[config.mk]
export PLATFORM = sky130hd
export DESIGN_NAME = interval_timer_chan
export DESIGN_NICKNAME = d
export VERILOG_FILES = /design/src/rtl/itc_pkg.sv /design/src/rtl/itc_cmd_dec.sv /design/src/rtl/itc_wr_seq.sv /design/src/rtl/itc_rd_seq.sv /design/src/rtl/itc_core.sv /design/src/rtl/interval_timer_chan.sv
export SDC_FILE = /design/constraint.sdc
export NUM_CORES = 1
export LEC_CHECK = 0
export BUFFER_PORTS_ARGS = -buffer_cell sky130_fd_sc_hd__buf_2
export CAP_MARGIN = 20
export CORE_UTILIZATION = 40
export CTS_BUF_LIST = sky130_fd_sc_hd__clkbuf_8
export DETAILED_ROUTE_END_ITERATION = 16
export RECOVER_POWER = 100
export SETUP_SLACK_MARGIN = 0.2
export SKIP_CTS_REPAIR_TIMING = 1
export SLEW_MARGIN = 10
export SYNTH_ARGS = -nofsm -noshare
export SYNTH_HDL_FRONTEND = slang
export SYNTH_SLANG_ARGS = --single-unit
[constraint.sdc]
create_clock -name clk -period 4.4 [get_ports clk]
set_input_delay 1.1 -clock clk [delete_from_list [all_inputs] [get_ports clk]]
set_output_delay 1.1 -clock clk [all_outputs]
set_load 0.005 [all_outputs]
[src/rtl/itc_pkg.sv]
package itc_pkg;

  typedef enum logic [1:0] {
    MD_TERM   = 2'd0,
    MD_RATE   = 2'd1,
    MD_SQUARE = 2'd2
  } mode_e;

  typedef enum logic [1:0] {
    AC_LATCH = 2'b00,
    AC_LO    = 2'b01,
    AC_HI    = 2'b10,
    AC_BOTH  = 2'b11
  } acc_e;

endpackage

[src/rtl/itc_cmd_dec.sv]
module itc_cmd_dec import itc_pkg::*; #(
  parameter int BW = 8
) (
  input  logic [BW-1:0] cmd_byte,
  output logic          is_latch,
  output mode_e         mode,
  output acc_e          acc
);
  localparam int MODE_LSB = 1;
  localparam int ACC_LSB  = 4;

  logic [2:0] code;
  logic       unused_bits;

  assign code     = cmd_byte[MODE_LSB +: 3];
  assign acc      = acc_e'(cmd_byte[ACC_LSB +: 2]);
  assign is_latch = (acc == AC_LATCH);

  // upper mode-code bit only creates aliases
  always_comb begin
    unique case (code[1:0])
      2'b10:   mode = MD_RATE;
      2'b11:   mode = MD_SQUARE;
      default: mode = MD_TERM;
    endcase
  end

  assign unused_bits = ^{cmd_byte[BW-1:ACC_LSB+2], cmd_byte[0], code[2]};
endmodule

[src/rtl/itc_wr_seq.sv]
module itc_wr_seq import itc_pkg::*; #(
  parameter int CW = 16,
  parameter int BW = 8
) (
  input  logic          clk,
  input  logic          rst_n,
  input  logic          prog,
  input  logic          wr,
  input  acc_e          acc,
  input  logic [BW-1:0] wdata,
  output logic          load_stb,
  output logic [CW:0]   load_val
);
  logic          tog_q, tog_d;
  logic [BW-1:0] lo_q, lo_d;
  logic [CW-1:0] word;

  always_comb begin
    tog_d    = tog_q;
    lo_d     = lo_q;
    load_stb = 1'b0;
    unique case (acc)
      AC_LO:   word = {{(CW-BW){1'b0}}, wdata};
      AC_HI:   word = {wdata, {(CW-BW){1'b0}}};
      default: word = {wdata, lo_q};
    endcase
    if (prog) begin
      tog_d = 1'b0;
    end else if (wr) begin
      if (acc == AC_BOTH) begin
        if (!tog_q) begin
          lo_d  = wdata;
          tog_d = 1'b1;
        end else begin
          tog_d    = 1'b0;
          load_stb = 1'b1;
        end
      end else begin
        load_stb = 1'b1;
      end
    end
  end

  // zero stands for the full range
  assign load_val = (word == '0) ? {1'b1, {CW{1'b0}}} : {1'b0, word};

  always_ff @(posedge clk or negedge rst_n) begin
    if (!rst_n) begin
      tog_q <= 1'b0;
      lo_q  <= '0;
    end else if (prog || wr) begin
      tog_q <= tog_d;
      lo_q  <= lo_d;
    end
  end
endmodule

[src/rtl/itc_rd_seq.sv]
module itc_rd_seq import itc_pkg::*; #(
  parameter int CW = 16,
  parameter int BW = 8
) (
  input  logic          clk,
  input  logic          rst_n,
  input  logic          prog,
  input  logic          latch,
  input  logic          rd,
  input  acc_e          acc,
  input  logic [CW-1:0] cnt_live,
  output logic [BW-1:0] rdata,
  output logic          latched
);
  logic          lat_q, lat_d;
  logic          tog_q, tog_d;
  logic [CW-1:0] val_q, val_d;
  logic [CW-1:0] src;
  logic          hi_sel;

  assign src     = lat_q ? val_q : cnt_live;
  assign latched = lat_q;

  always_comb begin
    hi_sel = (acc == AC_HI) || ((acc == AC_BOTH) && tog_q);
    rdata  = hi_sel ? src[CW-1 -: BW] : src[BW-1:0];
    lat_d  = lat_q;
    tog_d  = tog_q;
    val_d  = val_q;
    if (prog) begin
      lat_d = 1'b0;
      tog_d = 1'b0;
    end else if (latch) begin
      if (!lat_q) begin
        lat_d = 1'b1;
        val_d = cnt_live;
        tog_d = 1'b0;
      end
    end else if (rd) begin
      if (acc == AC_BOTH) begin
        tog_d = ~tog_q;
        if (tog_q) lat_d = 1'b0;
      end else begin
        lat_d = 1'b0;
      end
    end
  end

  always_ff @(posedge clk or negedge rst_n) begin
    if (!rst_n) begin
      lat_q <= 1'b0;
      tog_q <= 1'b0;
      val_q <= '0;
    end else if (prog || latch || rd) begin
      lat_q <= lat_d;
      tog_q <= tog_d;
      val_q <= val_d;
    end
  end
endmodule

[src/rtl/itc_core.sv]
module itc_core import itc_pkg::*; #(
  parameter int CW = 16
) (
  input  logic        clk,
  input  logic        rst_n,
  input  logic        prog,
  input  mode_e       prog_mode,
  input  mode_e       mode,
  input  logic        load_stb,
  input  logic [CW:0] load_val,
  input  logic        en_tick,
  output logic [CW:0] cnt,
  output logic        run,
  output logic        out
);
  localparam int          CNTW = CW + 1;
  localparam logic [CW:0] ONE  = CNTW'(1);
  localparam logic [CW:0] TWO  = CNTW'(2);

  logic [CW:0] cnt_q, cnt_d, rel_q, rel_d;
  logic        run_q, run_d, pend_q, pend_d, out_q, out_d;

  function automatic logic [CW:0] at_least2(input logic [CW:0] v);
    return (v < TWO) ? TWO : v;
  endfunction

  function automatic logic [CW:0] up_even(input logic [CW:0] v);
    return v + {{CW{1'b0}}, v[0]};
  endfunction

  function automatic logic [CW:0] dn_even(input logic [CW:0] v);
    return at_least2({v[CW:1], 1'b0});
  endfunction

  always_comb begin
    cnt_d  = cnt_q;
    rel_d  = rel_q;
    run_d  = run_q;
    pend_d = pend_q;
    out_d  = out_q;
    if (prog) begin
      run_d  = 1'b0;
      pend_d = 1'b0;
      out_d  = (prog_mode != MD_TERM);
    end else begin
      if (en_tick) begin
        if (pend_q) begin
          run_d  = 1'b1;
          pend_d = 1'b0;
          unique case (mode)
            MD_RATE:   cnt_d = at_least2(rel_q);
            MD_SQUARE: cnt_d = up_even(rel_q);
            default:   cnt_d = rel_q;
          endcase
        end else if (run_q) begin
          unique case (mode)
            MD_RATE: begin
              if (cnt_q <= ONE) begin
                cnt_d = at_least2(rel_q);
                out_d = 1'b1;
              end else if (cnt_q == TWO) begin
                cnt_d = ONE;
                out_d = 1'b0;
              end else begin
                cnt_d = cnt_q - ONE;
              end
            end
            MD_SQUARE: begin
              if (cnt_q <= TWO) begin
                out_d = ~out_q;
                cnt_d = out_q ? dn_even(rel_q) : up_even(rel_q);
              end else begin
                cnt_d = cnt_q - TWO;
              end
            end
            default: begin
              cnt_d = (cnt_q == '0) ? {1'b0, {CW{1'b1}}} : cnt_q - ONE;
              if (cnt_q == ONE) out_d = 1'b1;
            end
          endcase
        end
      end
      if (load_stb) begin
        rel_d = load_val;
        if ((mode == MD_TERM) || !run_q) pend_d = 1'b1;
        if (mode == MD_TERM) out_d = 1'b0;
      end
    end
  end

  always_ff @(posedge clk or negedge rst_n) begin
    if (!rst_n) begin
      cnt_q  <= '0;
      rel_q  <= '0;
      run_q  <= 1'b0;
      pend_q <= 1'b0;
      out_q  <= 1'b0;
    end else if (prog || load_stb || en_tick) begin
      cnt_q  <= cnt_d;
      rel_q  <= rel_d;
      run_q  <= run_d;
      pend_q <= pend_d;
      out_q  <= out_d;
    end
  end

  assign cnt = cnt_q;
  assign run = run_q;
  assign out = out_q;
endmodule

[src/rtl/interval_timer_chan.sv]
module interval_timer_chan import itc_pkg::*; #(
  parameter int CW = 16,
  parameter int BW = 8
) (
  input  logic          clk,
  input  logic          rst_n,
  input  logic          tick,
  input  logic          gate,
  input  logic          cmd_we,
  input  logic          data_we,
  input  logic          data_re,
  input  logic [BW-1:0] wdata,
  output logic [BW-1:0] rdata,
  output logic          tmr_out
);
  logic [1:0]  rsync_q;
  logic        rst_n_int;
  logic        dec_latch;
  mode_e       dec_mode;
  acc_e        dec_acc;
  logic        prog_stb, latch_stb, wr_stb, en_tick;
  mode_e       mode_q, mode_d;
  acc_e        acc_q, acc_d;
  logic        load_stb;
  logic [CW:0] load_val;
  logic [CW:0] cnt_q;
  logic        run_q;
  logic        latched;

  always_ff @(posedge clk or negedge rst_n) begin
    if (!rst_n) rsync_q <= '0;
    else        rsync_q <= {rsync_q[0], 1'b1};
  end
  assign rst_n_int = rsync_q[1];

  itc_cmd_dec #(.BW(BW)) u_dec (
    .cmd_byte (wdata),
    .is_latch (dec_latch),
    .mode     (dec_mode),
    .acc      (dec_acc)
  );

  assign prog_stb  = cmd_we & ~dec_latch;
  assign latch_stb = cmd_we &  dec_latch;
  assign wr_stb    = data_we & ~cmd_we;
  assign en_tick   = tick & gate;

  always_comb begin
    mode_d = mode_q;
    acc_d  = acc_q;
    if (prog_stb) begin
      mode_d = dec_mode;
      acc_d  = dec_acc;
    end
  end

  always_ff @(posedge clk or negedge rst_n_int) begin
    if (!rst_n_int) begin
      mode_q <= MD_TERM;
      acc_q  <= AC_BOTH;
    end else if (prog_stb) begin
      mode_q <= mode_d;
      acc_q  <= acc_d;
    end
  end

  itc_wr_seq #(.CW(CW), .BW(BW)) u_wr (
    .clk      (clk),
    .rst_n    (rst_n_int),
    .prog     (prog_stb),
    .wr       (wr_stb),
    .acc      (acc_q),
    .wdata    (wdata),
    .load_stb (load_stb),
    .load_val (load_val)
  );

  itc_core #(.CW(CW)) u_core (
    .clk       (clk),
    .rst_n     (rst_n_int),
    .prog      (prog_stb),
    .prog_mode (dec_mode),
    .mode      (mode_q),
    .load_stb  (load_stb),
    .load_val  (load_val),
    .en_tick   (en_tick),
    .cnt       (cnt_q),
    .run       (run_q),
    .out       (tmr_out)
  );

  itc_rd_seq #(.CW(CW), .BW(BW)) u_rd (
    .clk      (clk),
    .rst_n    (rst_n_int),
    .prog     (prog_stb),
    .latch    (latch_stb),
    .rd       (data_re),
    .acc      (acc_q),
    .cnt_live (cnt_q[CW-1:0]),
    .rdata    (rdata),
    .latched  (latched)
  );
endmodule

==> results of run 1 <==
## sequential cells by signal, summed over array words and instances, names as in the netlist
signal         flops
u_rd.val_q        16
mode_q             2
u_rd.latched       1
u_wr.tog_q         1
u_rd.tog_q         1
u_core.out         1
u_wr.lo_q          8
u_core.rel_q      17
u_core.pend_q      1
u_core.run         1
rsync_q            2
u_core.cnt        17
acc_q              2
## layout make-up
cell class | instances | area share (%)
multi-input cells | 500 | 59.3
flip-flops and latches | 70 | 29.5
well taps | 180 | 3.79
repair buffers | 35 | 2.99
clock buffers | 11 | 2.55
inverters | 17 | 1.07
clock inverters | 5 | 0.842
## cell usage in the layout, fill, tap and decap left out, types with 8 or more instances in the layout
cell and n:
clkbuf_8 11, nor3_1 21, nand2_1 63, a31oi_1 13, inv_1 19, ha_1 13, nor2_1 41, a211oi_1 9
nor4_1 14, a21oi_1 29, xor2_1 14, clkbuf_1 12, nand3_1 22, o21ai_0 37, buf_2 16, a221oi_1 11
mux2_2 26, a22o_1 8, o31ai_1 8, dfrtp_1 68, mux4_2 8, xnor2_1 26
## path summary, 6_finish.rpt
check                                              to  slack, ns
setup / recovery                             rdata[1]       0.88
hold / removal                   rsync_q[1]$_DFF_PN0_       0.37
setup reg to reg            u_core.cnt[6]$_DFFE_PN0P_       1.01
hold reg to reg                  rsync_q[1]$_DFF_PN0_       0.37
max in group asynchronous  u_rd.val_q[14]$_DFFE_PN0P_       1.39
min in group asynchronous        rsync_q[1]$_DFF_PN0_       0.49
## metrics by stage
stage               setup slack, ns  cell area, um^2  power (W)  hold slack [ns]  utilization, %
CTS                            1.23             6000    0.00378            0.368            43.4
floorplan                      1.69             5640    0.00272            0.331               -
global placement               1.44             5790    0.00321            0.345            41.9
finish                        0.879             5940    0.00377            0.367            43.0
global route                  0.761             5940    0.00402            0.373            43.0
detailed placement             1.40             5790    0.00322            0.341            41.9
## worst register-to-register path, stage by stage, from the launching register on
cell and delay, ns:
dfrtp_1 0.53, nor4_1 0.89, and3_1 0.46, buf_4 0.26, and2_0 0.49, mux2i_1 0.14, a221oi_1 0.31, o221ai_1 0.17
## metal layers
metal  share of wire (%)  track usage, %  vias to the layer above  wire (um)
met1                  44            34.4                     2560       7720
li1                    -               -                     2390          -
met2                  46            39.2                      248       8090
met4                 3.7            12.4                        0        660
met3                 6.7            3.96                       55       1190
met5                   0               0                        -          0
## logic make-up after synthesis
kind of cell	Yosys count	share of synthesized area [%]
buf+inv	76	5.97
compound gates	182	22.5
flops	70	31.1
other cells	1	0.0665
simple gates	219	20.6
mux	44	10.4
fa+ha+maj	13	2.89
xor+xnor	41	6.51
## power by group
group          total, W  leakage [nW]  internal, W  switching [W]
logic           0.00191          1.29     0.000840        0.00107
registers       0.00131         0.887     0.000860       0.000452
clock network  0.000547         0.108     0.000288       0.000259
total           0.00377          2.29      0.00199        0.00179
==> flow_summary_export.csv, run 1 <==
group,metric,value,unit
worst_setup_path,worstSetupStartpointType,"flop",
timing,slew_headroom,-25.5,%
final_layout,multi_input_comb_area,0.00352,mm^2
worst_setup_path,crit_cells,6,
timing,period_minus_slack,3.52,ns
synth,yosys_warnings,0,
detailed_routing,drt_iter0_drc,455,
timing,setup_tns,0,ns
die,start_util,40.8,%
synth,syn-instance-count,646,
die,die_w,121,um
final_layout,nNetsFinal,661,
final_layout,syn2layout_area_growth,5.48,%
run_status,violations,"capacitance limit, slew limit",
detailed_routing,wl,17700,um
worst_setup_path,crit_chain,"inv_1 > ha_1 > a21oi_1 > clkbuf_1 > mux4_2 > buf_2",
placed_design,finalWeightedCongestion,0.959,
global_route,grt_pass1_vias,4991,
cts,cts-root-buf,"clkbuf_8",
worst_setup_path,arrival,2.42,ns
run,maxCapViolations,2,
die,rows,43,
timing,drv_slew,43,
timing,worst_pin_slew,1.88,ns
synth,synth_edf_count,0,
placed_design,io_buffers,23,
synth,avgSynthCellArea,8.72,um^2
synth,synth_cell_type_count,74,
cts,clk_pin_slew_worst_paths,0.08,ns
synth,synth.top_cell.area_share,30.2,%
cts,insertion_delay,0.37,ns
placed_design,hpwlAfterDp,13000,um
synth,yosysTopAreaCell,"dfrtp_1",
timing,max_freq,0.284,GHz
cts,h-tree-depth,3,
synth,yosysMostFrequentCell,"dfrtp_1",
synth,ys_async_sr_fraction,100,%
worst_hold_path,hold_class,"reg -> reg",
worst_setup_path,crit_start,"acc_q[0]$_DFFE_PN1P_",
placed_design,dpl.cell_count,802,
final_layout,layout-drive-gt1-share,14.1,%
worst_setup_path,critPathTopFamily,"buffers and inverters",
timing,final-setup-viol-count,0,
die,ios,24,
detailed_routing,detail-route-antenna-nets,0,
timing,finalCritPeriodShare,80.0,%
synth,synth_commonest_cells,"dfrtp_1 (68), nand2_1 (63), nor2_1 (41)",
run_status,status,"finished, violations left",
detailed_routing,vias,5253,
global_route,antenna_found_initial,0,
die,die_y,121,um
worst_setup_path,crit_required,3.30,ns
final_layout,fin_cells,818,
global_route,grt_overflow,0,
timing,hold_viol_final,0,
detailed_routing,first_pass_iters,5,
synth,synth.cell_area,0.00564,mm^2
pwr,leakage,2.29,nW
cts,cts.sinks,70,
worst_setup_path,r2r_start,"u_core.cnt[14]$_DFFE_PN0P_",
global_route,grt.total_usage,25.3,%
global_route,grt_pass1_wl,28000,um
detailed_routing,routedWlPerCell,21.6,um
die,core-area,0.0138,mm^2
synth,seq_area_frac_synth,31.1,%
die,dieArea,0.0146,mm^2
synth,synthFlopType,"dfrtp_1",
timing,grt_setup_unrepaired,"false",
worst_setup_path,critical-path-slowest-cell,"dfstp_1",
worst_setup_path,ff2ff_path_depth,7,
pwr,ir_worst_vdd,0.000249,V
worst_setup_path,cpPeakStageDelay,0.58,ns
final_layout,num_antenna_cells,0,
worst_setup_path,path_buf_inv,3,
synth,synth_area_leaders,"dfrtp_1 (30%), mux2_2 (5.4%), nand2_1 (4.2%)",
worst_hold_path,whs_path_depth,0,
detailed_routing,drcViolationCount,0,
worst_setup_path,cp_max_fo,8,
cts,cts_buffer_depth,2,
final_layout,nFillCells,1377,
detailed_routing,avgViaCountPerCell,6.42,
cts,numCtsBuffers,9,
final_layout,register_area,0.00175,mm^2
worst_setup_path,critPathKind,"reg -> out",
worst_hold_path,min_from,"rsync_q[0]$_DFF_PN0_",
worst_setup_path,cp-end-kind,"output pin",
cts,cts_tree,"built",
pwr,power_density,635,mW/mm^2
timing,finClkSkew,0.00726,ns
global_route,grt_max_degree,37,
synth,syn_nets,674,
synth,synth-seq-cells,70,
Power figures use the tool's default switching activity.
==> run 2: changes to the inputs <==
==> constraint.sdc (replaced) <==
create_clock -name clk -period 3.13 [get_ports clk]
set_input_delay 0.7825 -clock clk [delete_from_list [all_inputs] [get_ports clk]]
set_output_delay 0.7825 -clock clk [all_outputs]
set_load 0.005 [all_outputs]
==> flow_summary_export.csv, run 2 (same netlist as run 1, synthesis figures left out) <==
group,metric,value,unit
timing,period_minus_slack,2.87,ns
die,die_w,121,um
pwr,leakage,2.39,nW
timing,hold_viol_final,0,
placed_design,finalWeightedCongestion,0.927,
pwr,sw_frac_of_total,46.8,%
cts,h-tree-depth,3,
detailed_routing,drcViolationCount,0,
pwr,ir_worst_vdd,0.000426,V
global_route,grt_pass1_vias,5143,
worst_setup_path,cp-end-kind,"output pin",
pwr,power_density,899,mW/mm^2
worst_setup_path,critPathKind,"reg -> out",
final_layout,post-route-util,44.2,%
worst_setup_path,crit_required,2.35,ns
placed_design,io_buffers,23,
final_layout,final_cell_mix,"dfrtp_1 (68), nand2_1 (63), nor2_1 (41), o21ai_0 (38)",
run_status,status,"finished, violations left",
cts,insertion_delay,0.38,ns
global_route,grt_pass1_wl,28900,um
worst_setup_path,worstSetupStartpointType,"flop",
global_route,grt.total_usage,26.5,%
cts,cts_buffer_depth,2,
final_layout,nFillCells,1369,
global_route,grt_overflow,0,
timing,worst_pin_slew,1.77,ns
timing,final-setup-viol-count,0,
die,start_util,40.8,%
die,rows,43,
pwr,p_int,0.00292,W
die,die_y,121,um
run,maxCapViolations,1,
global_route,grt_max_degree,42,
worst_hold_path,hold_class,"in -> async",
detailed_routing,wl,18500,um
detailed_routing,routedWlPerCell,22.0,um
timing,finClkSkew,0.0139,ns
timing,drv_slew,42,
timing,max_freq,0.348,GHz
detailed_routing,avgViaCountPerCell,6.42,
worst_setup_path,cp_max_fo,8,
cts,numCtsBuffers,9,
timing,grt_setup_unrepaired,"false",
die,ios,24,
placed_design,hpwlAfterDp,13700,um
final_layout,num_antenna_cells,0,
timing,finalCritPeriodShare,91.8,%
die,core-area,0.0138,mm^2
global_route,antenna_found_initial,0,
cts,cts.sinks,70,
timing,slew_headroom,-17.8,%
cts,clk_pin_slew_worst_paths,0.08,ns
detailed_routing,drt_iter0_drc,449,
final_layout,syn2layout_area_growth,8.37,%
worst_setup_path,arrival,2.09,ns
detailed_routing,detail-route-antenna-nets,0,
detailed_routing,vias,5389,
final_layout,final_common_cell,"dfrtp_1",
pwr,p_comb_share,55.1,%
final_layout,layout-drive-gt1-share,16.7,%
pwr,p_sw,0.00257,W
timing,setup_tns,0,ns
run_status,violations,"capacitance limit, slew limit",
cts,cts-root-buf,"clkbuf_8",
cts,cts_tree,"built",
die,dieArea,0.0146,mm^2
pwr,power_frac_clock,13.9,%
final_layout,nNetsFinal,684,
pwr,seq_power_share,31.0,%
detailed_routing,first_pass_iters,6,
## run 2: final timing paths
| kind | to | start | depth (start not counted) | slack, ns |
|---|---|---|---|---|
| hold reg to reg | rsync_q[1]$_DFF_PN0_ | rsync_q[0]$_DFF_PN0_ | 0 | 0.36 |
| max in group asynchronous | u_core.rel_q[14]$_DFFE_PN0P_ | rsync_q[1]$_DFF_PN0_ | 1 | 0.85 |
| setup / recovery | rdata[7] | acc_q[0]$_DFFE_PN1P_ | 6 | 0.26 |
| setup reg to reg | u_core.cnt[2]$_DFFE_PN0P_ | u_core.cnt[1]$_DFFE_PN0P_ | 8 | 0.30 |
| hold / removal | rsync_q[1]$_DFF_PN0_ | rst_n | 1 | 0.17 |
| min in group clk | rsync_q[1]$_DFF_PN0_ | rsync_q[0]$_DFF_PN0_ | 0 | 0.36 |
## run 2: area by class of cell
cell class	instances	area (um^2)	share of cell area (%)
clock buffers	11	151	2.48
repair buffers	58	344	5.63
multi-input cells	500	3530	57.8
inverters	17	63.8	1.04
well taps	180	225	3.69
clock inverters	4	41.3	0.676
flip-flops and latches	70	1750	28.7
## run 2: power by group through the flow
stage / logic, W / clock network (W) / registers, W
final: 0.00303 / 0.000763 / 0.00170
after global routing: 0.00328 / 0.000822 / 0.00175
after CTS: 0.00301 / 0.000787 / 0.00169
after detailed placement: 0.00299 / 0 / 0.00171
after global placement: 0.00297 / 0 / 0.00169
after floorplan: 0.00242 / 0 / 0.00141
## run 2: routing by layer
| metal | track usage, % | wire length (um) |
|---|---|---|
| met2 | 38.9 | 8140 |
| met3 | 4.15 | 1400 |
| met4 | 15.7 | 907 |
| met1 | 36.6 | 8010 |
| met5 | 0 | 0 |
## run 2: worst max-delay path, stage by stage (launching register included)
cell and delay, ns:
dfstp_1 0.60, inv_1 0.07, ha_1 0.24, a21oi_1 0.14, buf_4 0.22, mux4_2 0.32
buf_2 0.14
## run 2: through the flow
step | setup WS (ns) | cells | hold WS [ns] | total power [W] | area, um^2
floorplan | 0.602 | 646 | 0.331 | 0.00382 | 5640
global placement | 0.461 | 825 | 0.344 | 0.00466 | 5970
detailed placement | 0.355 | 825 | 0.336 | 0.00469 | 5970
CTS | 0.271 | 840 | 0.151 | 0.00548 | 6160
global route | 0.143 | 840 | 0.161 | 0.00585 | 6110
finish | 0.258 | 840 | 0.166 | 0.00549 | 6110
==> run 3: changes to the inputs <==
--- a/config.mk
+++ b/config.mk
@@ -8,7 +8,7 @@
 export BUFFER_PORTS_ARGS = -buffer_cell sky130_fd_sc_hd__buf_2
 export CAP_MARGIN = 20
 export CORE_UTILIZATION = 40
-export CTS_BUF_LIST = sky130_fd_sc_hd__clkbuf_8
+export CTS_BUF_LIST = sky130_fd_sc_hd__clkbuf_2
 export DETAILED_ROUTE_END_ITERATION = 16
 export RECOVER_POWER = 100
 export SETUP_SLACK_MARGIN = 0.2
==> flow_summary_export.csv, run 3 (same netlist as run 1, synthesis figures left out) <==
group,metric,value,unit
die,start_util,40.8,%
run,maxCapViolations,1,
die,rows,43,
pwr,p_int,0.00271,W
timing,drv_slew,42,
timing,period_minus_slack,2.95,ns
worst_setup_path,critPathKind,"reg -> out",
global_route,grt_overflow,0,
timing,slew_headroom,-17.1,%
detailed_routing,wl,18500,um
pwr,ir_worst_vdd,0.000366,V
worst_setup_path,crit_chain,"inv_2 > ha_4 > a21oi_2 > buf_6 > mux4_2 > buf_2",
run_status,status,"finished, violations left",
final_layout,layout-drive-gt1-share,17.8,%
worst_setup_path,crit_required,2.35,ns
placed_design,io_buffers,23,
final_layout,register_area,0.00176,mm^2
timing,finClkSkew,0.0514,ns
worst_setup_path,crit_start,"acc_q[0]$_DFFE_PN1P_",
detailed_routing,avgViaCountPerCell,6.42,
pwr,power_frac_clock,10.1,%
worst_setup_path,critPathTopFamily,"flip-flops",
pwr,p_sw,0.00255,W
worst_setup_path,critPathCapture,"rdata[7]",
run_status,violations,"capacitance limit, slew limit",
worst_setup_path,regToRegSetupSlack,0.31,ns
timing,worst_pin_slew,1.76,ns
timing,max_freq,0.339,GHz
die,die_y,121,um
detailed_routing,routedWlPerCell,21.9,um
final_layout,final_cell_mix,"dfrtp_1 (67), nand2_1 (63), nor2_1 (41), o21ai_0 (38), buf_4 (29)",
worst_setup_path,arrival,2.16,ns
pwr,leakage,2.37,nW
timing,setup_tns,0,ns
final_layout,nNetsFinal,687,
timing,grt_setup_unrepaired,"true",
final_layout,final_common_cell,"dfrtp_1",
final_layout,syn2layout_area_growth,7.57,%
worst_setup_path,reg2reg_to,"u_core.cnt[2]$_DFFE_PN0P_",
cts,cts_buffer_depth,2,
final_layout,nFillCells,1372,
global_route,grt_max_degree,42,
cts,h-tree-depth,3,
die,ios,24,
worst_setup_path,worstSetupStartpointType,"flop",
worst_setup_path,cp_max_fo,8,
placed_design,hpwlAfterDp,13700,um
worst_setup_path,critical-path-slowest-cell,"dfstp_1",
worst_setup_path,ff2ff_path_depth,8,
pwr,seq_power_share,32.1,%
die,dieArea,0.0146,mm^2
detailed_routing,drcViolationCount,0,
pwr,power_density,869,mW/mm^2
detailed_routing,first_pass_iters,5,
pwr,p_comb_share,57.7,%
worst_hold_path,hold_class,"reg -> reg",
global_route,antenna_found_initial,0,
placed_design,dpl_cell_area,0.00597,mm^2
cts,cts_tree,"built",
placed_design,finalWeightedCongestion,0.927,
final_layout,multi_input_comb_area,0.00355,mm^2
worst_setup_path,cpPeakStageDelay,0.62,ns
cts,cts-root-buf,"clkbuf_2",
global_route,grt_pass1_wl,28800,um
final_layout,fin_area,0.00606,mm^2
cts,numCtsBuffers,9,
timing,finalCritPeriodShare,94.1,%
timing,final-setup-viol-count,0,
worst_setup_path,r2r_start,"u_core.cnt[1]$_DFFE_PN0P_",
global_route,grt.total_usage,26.3,%
worst_setup_path,crit_cells,6,
worst_setup_path,path_buf_inv,3,
cts,cts.sinks,70,
worst_setup_path,cp-end-kind,"output pin",
timing,hold_viol_final,0,
die,die_w,121,um
cts,clk_pin_slew_worst_paths,0.21,ns
final_layout,num_antenna_cells,0,
detailed_routing,vias,5415,
detailed_routing,drt_iter0_drc,534,
global_route,grt_pass1_vias,5130,
pwr,sw_frac_of_total,48.5,%
die,core-area,0.0138,mm^2
detailed_routing,detail-route-antenna-nets,0,
cts,insertion_delay,0.60,ns
## run 3: cell count changes in the layout (fill, tap and decap cells not counted), sizes merged
cell / previous run / this run
inv: 20 / 17
buf: 43 / 45
clkbuf: 26 / 27
clkinv: 0 / 2
dlygate4sd3: 0 / 1
## run 3: worst min-delay path by stage
stage,from,endpoint,slack [ns],depth (start not counted)
after global placement,rsync_q[0]$_DFF_PN0_,rsync_q[1]$_DFF_PN0_,0.34,0
final,rsync_q[0]$_DFF_PN0_,rsync_q[1]$_DFF_PN0_,0.39,0
after detailed placement,rsync_q[0]$_DFF_PN0_,rsync_q[1]$_DFF_PN0_,0.34,0
after global routing,rsync_q[0]$_DFF_PN0_,rsync_q[1]$_DFF_PN0_,0.40,0
after CTS,rst_n,rsync_q[1]$_DFF_PN0_,-0.12,1
after floorplan,rsync_q[0]$_DFF_PN0_,rsync_q[1]$_DFF_PN0_,0.33,0
## run 3: power by group through the flow
stage / combinational, W / clock (W) / sequential [W]
floorplan: 0.00242 / 0 / 0.00141
global placement: 0.00297 / 0 / 0.00169
detailed placement: 0.00299 / 0 / 0.00171
CTS: 0.00300 / 0.000546 / 0.00168
global route: 0.00329 / 0.000581 / 0.00175
finish: 0.00304 / 0.000533 / 0.00169
## run 3: layout make-up
type / instances / area share (%)
timing repair buffer: 61 / 6.17
clock buffer: 12 / 0.991
inverter: 17 / 1.05
sequential: 70 / 29.0
multi-input combinational: 500 / 58.5
clock inverter: 3 / 0.619
tap: 180 / 3.72
## run 3: metrics by stage
stage	power, W	setup slack (ns)	hold WS [ns]	std cells	util (%)
4_1_cts	0.00523	0.0109	-0.118	840	43.9
3_5_place_dp	0.00469	0.355	0.336	825	43.2
3_3_place_gp	0.00466	0.461	0.344	825	43.2
6_report	0.00527	0.184	0.386	843	43.8
2_1_floorplan	0.00382	0.602	0.331	646	-
5_1_grt	0.00562	0.0691	0.399	843	43.8
## run 3: metal layers
layer | up-vias | part of all wire [%] | track usage (%)
met5 | - | 0 | 0
met4 | 0 | 4.8 | 16.0
met3 | 59 | 6.8 | 3.58
met2 | 267 | 44 | 38.6
met1 | 2651 | 44 | 36.5
li1 | 2438 | - | -
